`src/rtl/mbox_pkg.sv`:
```
package mbox_pkg;
  localparam int ADDR_W     = 2;
  localparam int SIDE_HOST  = 0;
  localparam int SIDE_DSP   = 1;
  localparam int MB_TO_HOST = 0;
  localparam int MB_TO_DSP  = 1;
  localparam int N_MB       = 2;
  localparam int N_SIDE     = 2;
endpackage

```
`src/rtl/mbox_cell.sv`:
```
module mbox_cell #(
  parameter int HALF_W = 16,
  parameter int SENDER = 0
) (
  input  logic                          clk_i,
  input  logic                          rst_ni,
  input  logic [1:0]                    we_hi_i,
  input  logic [1:0]                    we_lo_i,
  input  logic [1:0]                    rd_lo_i,
  input  logic [1:0][HALF_W-1:0]        wdata_i,
  output logic [2*HALF_W-1:0]           word_o
);
  localparam int WORD_W = 2 * HALF_W;
  localparam int RCV    = 1 - SENDER;

  logic [WORD_W-1:0] word_q, word_d;
  logic [HALF_W-2:0] hi_src;
  logic [HALF_W-1:0] lo_src;
  logic              set_flag, clr_flag;

  always_comb begin
    // sender wins same-half write collisions
    hi_src   = we_hi_i[SENDER] ? wdata_i[SENDER][HALF_W-2:0] : wdata_i[RCV][HALF_W-2:0];
    lo_src   = we_lo_i[SENDER] ? wdata_i[SENDER] : wdata_i[RCV];
    set_flag = |we_lo_i;
    clr_flag = (|we_hi_i) | (|rd_lo_i);
    word_d   = word_q;
    if (|we_hi_i) word_d[WORD_W-2:HALF_W] = hi_src;
    if (|we_lo_i) word_d[HALF_W-1:0]      = lo_src;
    // set beats clear so a new message is never dropped
    if (set_flag)      word_d[WORD_W-1] = 1'b1;
    else if (clr_flag) word_d[WORD_W-1] = 1'b0;
  end

  always_ff @(posedge clk_i or negedge rst_ni) begin
    if (!rst_ni) word_q <= '0;
    else         word_q <= word_d;
  end

  assign word_o = word_q;
endmodule

```
`src/rtl/mbox_rd_port.sv`:
```
module mbox_rd_port
  import mbox_pkg::*;
#(
  parameter int HALF_W = 16
) (
  input  logic [ADDR_W-1:0]              addr_i,
  input  logic                           re_i,
  input  logic [N_MB-1:0][2*HALF_W-1:0]  words_i,
  output logic [HALF_W-1:0]              rdata_o
);
  logic [2*HALF_W-1:0] sel_word;

  always_comb begin
    sel_word = words_i[addr_i[1]];
    rdata_o  = '0;
    if (re_i) rdata_o = addr_i[0] ? sel_word[HALF_W-1:0] : sel_word[2*HALF_W-1:HALF_W];
  end
endmodule

```
`src/rtl/mbox_pair.sv`:
```
module mbox_pair
  import mbox_pkg::*;
#(
  parameter int HALF_W = 16
) (
  input  logic              clk_i,
  input  logic              rst_ni,
  input  logic [ADDR_W-1:0] host_addr_i,
  input  logic              host_we_i,
  input  logic              host_re_i,
  input  logic [HALF_W-1:0] host_wdata_i,
  output logic [HALF_W-1:0] host_rdata_o,
  input  logic [ADDR_W-1:0] dsp_addr_i,
  input  logic              dsp_we_i,
  input  logic              dsp_re_i,
  input  logic [HALF_W-1:0] dsp_wdata_i,
  output logic [HALF_W-1:0] dsp_rdata_o,
  output logic              to_host_pend_o,
  output logic              to_dsp_pend_o
);
  localparam int WORD_W = 2 * HALF_W;

  logic [N_SIDE-1:0][ADDR_W-1:0] addr;
  logic [N_SIDE-1:0]             we, re;
  logic [N_SIDE-1:0][HALF_W-1:0] wdata, rdata;
  logic [N_MB-1:0][WORD_W-1:0]   words;

  assign addr[SIDE_HOST]  = host_addr_i;
  assign addr[SIDE_DSP]   = dsp_addr_i;
  assign we[SIDE_HOST]    = host_we_i;
  assign we[SIDE_DSP]     = dsp_we_i;
  assign re[SIDE_HOST]    = host_re_i;
  assign re[SIDE_DSP]     = dsp_re_i;
  assign wdata[SIDE_HOST] = host_wdata_i;
  assign wdata[SIDE_DSP]  = dsp_wdata_i;

  for (genvar m = 0; m < N_MB; m++) begin : g_mb
    logic [N_SIDE-1:0] we_hi, we_lo, rd_lo;
    for (genvar s = 0; s < N_SIDE; s++) begin : g_dec
      logic hit;
      assign hit      = (addr[s][1] == 1'(m));
      assign we_hi[s] = we[s] & hit & ~addr[s][0];
      assign we_lo[s] = we[s] & hit &  addr[s][0];
      assign rd_lo[s] = re[s] & hit &  addr[s][0];
    end
    mbox_cell #(
      .HALF_W (HALF_W),
      .SENDER ((m == MB_TO_HOST) ? SIDE_DSP : SIDE_HOST)
    ) u_cell (
      .clk_i   (clk_i),
      .rst_ni  (rst_ni),
      .we_hi_i (we_hi),
      .we_lo_i (we_lo),
      .rd_lo_i (rd_lo),
      .wdata_i (wdata),
      .word_o  (words[m])
    );
  end

  for (genvar s = 0; s < N_SIDE; s++) begin : g_rd
    mbox_rd_port #(.HALF_W(HALF_W)) u_rd (
      .addr_i  (addr[s]),
      .re_i    (re[s]),
      .words_i (words),
      .rdata_o (rdata[s])
    );
  end

  assign host_rdata_o   = rdata[SIDE_HOST];
  assign dsp_rdata_o    = rdata[SIDE_DSP];
  assign to_host_pend_o = words[MB_TO_HOST][WORD_W-1];
  assign to_dsp_pend_o  = words[MB_TO_DSP][WORD_W-1];
endmodule

```
`config.mk`:
```
export PLATFORM = sky130hd
export DESIGN_NAME = mbox_pair
export DESIGN_NICKNAME = d
export VERILOG_FILES = /design/src/rtl/mbox_pkg.sv /design/src/rtl/mbox_cell.sv /design/src/rtl/mbox_rd_port.sv /design/src/rtl/mbox_pair.sv
export SDC_FILE = /design/constraint.sdc
export NUM_CORES = 1
export LEC_CHECK = 0
export BUFFER_PORTS_ARGS = -buffer_cell sky130_fd_sc_hd__buf_2
export CAP_MARGIN = 40
export CELL_PAD_IN_SITES_DETAIL_PLACEMENT = 0
export CELL_PAD_IN_SITES_GLOBAL_PLACEMENT = 1
export CORE_MARGIN = 5
export CORE_UTILIZATION = 27
export DETAILED_ROUTE_END_ITERATION = 7
export PLACE_DENSITY_LB_ADDON = 0.1
export SLEW_MARGIN = 30
export SYNTH_ARGS = -nofsm -noshare
export SYNTH_HDL_FRONTEND = slang
export SYNTH_SLANG_ARGS = --single-unit
```
`constraint.sdc`:
```
create_clock -name clk_i -period 1.4 [get_ports clk_i]
set_input_delay 0.21 -clock clk_i [delete_from_list [all_inputs] [get_ports clk_i]]
set_output_delay 0.21 -clock clk_i [all_outputs]
set_load 0.05 [all_outputs]
```
-- After elaboration in Yosys (flattened, before gate mapping)
Index checks and enable logic that the tools add are counted.
- bits of input ports: 42
- bits in registers: 64
- output and inout bits: 34
- magnitude comparators: 2
- bitwise gates (word level): 26
- reductions and logical operators: 8
- muxes and demuxes: 16
- operators with widths (operator ; count):
    $mux 32 ; 4
    $mux 16 ; 6
    $mux 15 ; 2
    $and 1x1->1 ; 20
    $reduce_or 2->1 ; 6
    $lt 1x2->1 const B ; 2
    $mux 1 ; 4
    $not 1->1 ; 4
    $reduce_bool 2->1 ; 2
    $or 1x1->1 ; 2

-- Depth between registers and ports, before layout
- depth after elaboration: 7
- mapped depth: 5
- mapped depth without buffers: 3

-- By module
From an unflattened synthesis, not the netlist that was laid out.
- cells, all modules: 400
- area total of the unflattened synthesis: 4116.4 um^2
- by module, submodules not included (module ; instances ; area an instance (um^2) ; cells an instance ; sequential area each (um^2)):
    mbox_cell ; 2 ; 1485.2 ; 137 ; 800.8
    mbox_rd_port ; 2 ; 524.3 ; 57 ; 0.0
    mbox_pair ; 1 ; 97.6 ; 12 ; 0.0

-- Worst setup path after synthesis
Ideal clock, no wire load.
- kind: register -> output
- start point: register g_mb[0].u_cell.word_q[31]
- end point: output port dsp_rdata_o[15]
- slack: -0.197 ns
- buffers on the path: 0
- arrival: 1.387 ns
- stages on the path, launching flop included: 3
- cells stage by stage: dfrtp_1 -> mux4_2 -> and2_1
- cells in the longest elaborated chain, start to end: 4
- RTL lines (what ; line ; RTL):
    start: declaration ; mbox_cell.sv:16 ; logic [WORD_W-1:0] word_q, word_d;
    start signal: assignment ; mbox_cell.sv:37 ; else word_q <= word_d;
    $mux 32 (implied by the code) (2 in a row) ; mbox_rd_port.sv:14 ; sel_word = words_i[addr_i[1]];
    $mux 16 (2 in a row) ; mbox_rd_port.sv:16 ; if (re_i) rdata_o = addr_i[0] ? sel_word[HALF_W-1:0] : sel_word[2*HALF_W-1:HALF_W];
    end: declaration ; mbox_pair.sv:17 ; output logic [HALF_W-1:0] dsp_rdata_o,
Every way passes these cells. The select of a mux whose other input is x is not followed.

-- Worst setup path in the final report
- start point: register g_mb[1].u_cell.word_q[7]
- end point: output port host_rdata_o[7]
- cells in the longest elaborated chain, start to end: 4
- RTL lines (what ; line ; RTL):
    start: declaration ; mbox_cell.sv:16 ;
    start signal: assignment ; mbox_cell.sv:37 ;
    $mux 32 (implied by the code) (2 in a row) ; mbox_rd_port.sv:14 ;
    $mux 16 (2 in a row) ; mbox_rd_port.sv:16 ;
    end: declaration ; mbox_pair.sv:12 ; output logic [HALF_W-1:0] host_rdata_o,
Every way passes these cells. The select of a mux whose other input is x is not followed.

==> reports/qor.csv <==
metric;value;unit
clk_skew;0;ns
Worst Slack Setup Final;-0.337;ns
total CTS buffers;9;
WP buf/inv;1;
drt first pass iters;4;
Core ar.;14500;µm²
clock power share;30.7;%
Pins Over Slew Limit;0;
dpl cells;653;
reported net switching power;2.35;mW
Post-Synth Adder-Cell Area;0;%
H-tree depth;3;
DR vias;3390;
Worst VDD drop;0.489;mV
Worst path slowest cell;mux4_2;
Area Growth Syn to Fin;48.4;%
DP Area;5170;µm²
design area;5930;µm²
Hold Fails Final Rpt;0;
DR vias/cell;4.93;
die area;17300;µm²
DRC;0;
mux cell area share after synthesis;30.0;%
Post-Syn Nets;400;
clk sinks;64;
IO Port Bufs;75;
later-pin clock latency in the skew report;0.33;ns
Root Buffer;clkbuf_16;
share of layout cells above drive strength 1;48.7;%
critical-path cell list;mux4_2 > and2_4 > buf_8;
CP endpoint kind;output pin;
Reg clk slew, reported paths;0.06;ns
routability cong.;0.760;
critical path class;reg2out;
Cell Rows;44;
vias in the first global route;3525;
syn_area_per_cell;11.2;µm²
Crit path largest cell delay;0.49;ns
register area share after synthesis;40.1;%
Syn. warnings;0;
first-pass GRT wire length;21800;µm
DIE HEIGHT;132;µm
Min Clock Period, post-route;1.74;ns
Worst EP required;1.19;ns
largest net degree at the start of global routing;65;
Routed Antenna Nets;0;
Final Non-Filler Cells;687;
status;finished with violations;
violated checks;setup timing;
Setup WS pre-CTS;-0.271;ns
HP Class;in2reg;
post-synthesis xor/xnor area fraction;0;%
final period utilization;124;%
worst-path fanout max;3;
Post-Route Utilization;40.8;%
type of origin of the critical path;register;
Synth Area in Compound Gates;10.2;%
starting density of the core;27.5;%
hpwl dp;9530;µm
Die X;132;µm
simple-gate share of the synthesized area;15.2;%
wire per inst;19.7;µm
Routed WL;13600;µm
library cells used by synthesis;27;
Flop pwr share;32.4;%
IO Pins;76;
combinational power share;36.9;%
CTS tree;built;
synthesized area;4000;µm²
Initial DRC Count;198;
Worst EP arrival;1.53;ns
Max-Cap Viols;0;
critical path's top delay family;multiplexers;
number of flip-flops in the largest register;64;
GR Overflow Total;0;
Leak Pwr;2.77;nW
Tot GR Track Use;16.0;%
initial antenna violation count;0;
WHS;0.160;ns
Fmax;0.576;GHz
maximum clock insertion buffer count;2;
Synth Register Bits;64;
n_diodes;0;
largest family of logic cells by synthesized area;multiplexers;
max_slew headroom;75.0;%
internal power;5.16;mW
cell count after synthesis;358;
# nets final;540;
Tightest Pin Transition;0.375;ns
RSZ-0062 raised after global routing;true;
switch share;31.3;%
# setup viols final;33;
Pwr Density;1270;nW/µm²
[cell families (layout without fill, tap and decap cells)]
group	after synthesis	in the layout
AOI/OAI and AO/OA	65	65
buffers and inverters	31	176
DFF	64	64
muxes	80	80
and+or+nand+nor	118	118
[repair_timing]
action | 4_1_cts | 5_1_grt
hold buffers | 1 | 0
pin swaps | 30 | 0
resized for setup | 106 | 0
endpoints found under the setup margin | 32 | 32
hold endpoints to repair | 64 | 0
buffers inserted | 10 | 7
[placed cells by master, fill, tap and decap left out, types with 2 or more instances in the layout]
cell	instances
buf_4	68
dfrtp_1	62
mux2i_1	48
nor2_1	47
a21oi_1	47
buf_2	43
mux4_2	32
and2_4	32
buf_8	30
buf_12	14
and3_1	10
clkbuf_16	9
nand2_1	8
a221o_1	8
or3_1	5
o221a_2	5
nand3b_1	5
nor3_1	4
a31oi_1	3
nand3_1	2
inv_1	2
clkinv_2	2
clkbuf_1	2
clkbuf_8	2
dfrtp_2	2
buf_6	2
[worst paths after layout]
path | startpoint | end | slack [ns] | cells after the start
min | dsp_wdata_i[15] | g_mb[0].u_cell.word_o[15] | 0.16 | 3
min reg2reg | g_mb[0].u_cell.word_o[1] | g_mb[0].u_cell.word_o[1] | 0.59 | 2
max reg2reg | g_mb[1].u_cell.word_o[6] | g_mb[1].u_cell.word_o[6] | 0.31 | 3
max | g_mb[1].u_cell.word_o[7] | host_rdata_o[7] | -0.34 | 3
min in group asynchronous | rst_ni | g_mb[0].u_cell.word_o[24] | 0.43 | 3
max in group asynchronous | rst_ni | g_mb[1].u_cell.word_o[31] | 0.65 | 3
[power groups by stage]
stage	clock network (mW)	logic [mW]	registers, mW
2_1_floorplan	0	1.55	2.41
3_3_place_gp	0	2.30	2.46
3_5_place_dp	0	2.32	2.47
4_1_cts	2.35	2.75	2.44
5_1_grt	2.43	2.96	2.49
6_report	2.31	2.77	2.43
[per-layer routing]
layer  vias to the layer above  wire (µm)  part of all wire (%)  track usage, %
li1                       1615          -                     -               -
met1                      1671       6190                    46            22.0
met2                        91       6470                    48            25.8
met3                        13        698                   5.1            3.17
met4                         0        196                   1.4            4.57
met5                         -          0                     0               0
[area by class of cell]
| class | count | area [µm²] |
|---|---|---|
| inverter | 2 | 7.51 |
| fill | 1420 | 8600 |
| clock inverter | 3 | 40.0 |
| sequential | 64 | 1600 |
| timing repair buffer | 158 | 1490 |
| multi-input combinational | 263 | 2300 |
| tap | 184 | 230 |
| clock buffer | 13 | 260 |
[worst register-to-register path: cells and delay by family (launching register included)]
kind / cells / cell delay (ns)
AOI/OAI and AO/OA: 1 / 0.31
buffers and inverters: 2 / 0.26
DFF: 1 / 0.40
[Yosys cell counts]
cell | n | area (µm²)
a21oi_1 | 47 | 235
a221o_1 | 8 | 80.1
a31oi_1 | 3 | 18.8
and2_1 | 32 | 200
and3_1 | 10 | 62.6
buf_2 | 16 | 80.1
buf_4 | 9 | 67.6
buf_8 | 1 | 15.0
clkbuf_1 | 3 | 11.3
dfrtp_1 | 64 | 1600
inv_1 | 2 | 7.51
mux2i_1 | 48 | 480
mux4_2 | 32 | 721
nand2_1 | 8 | 30.0
nand2b_1 | 1 | 6.26
nand3_1 | 2 | 10.0
nand3b_1 | 5 | 37.5
nor2_1 | 47 | 176
nor2_2 | 1 | 6.26
nor2b_1 | 1 | 6.26
nor3_1 | 4 | 20.0
nor3b_2 | 1 | 12.5
o221a_2 | 5 | 56.3
o221ai_1 | 1 | 8.76
o31ai_1 | 1 | 7.51
or3_1 | 5 | 31.3
or3b_2 | 1 | 8.76
[metrics by stage]
stage	power, mW	setup TNS [ns]
final	7.52	-9.73
after floorplan	3.96	0
after CTS	7.54	-10.15
after global routing	7.88	-11.10
after detailed placement	4.79	-13.11
after global placement	4.76	-12.96
Note: power is estimated with default switching activity, not from simulation.
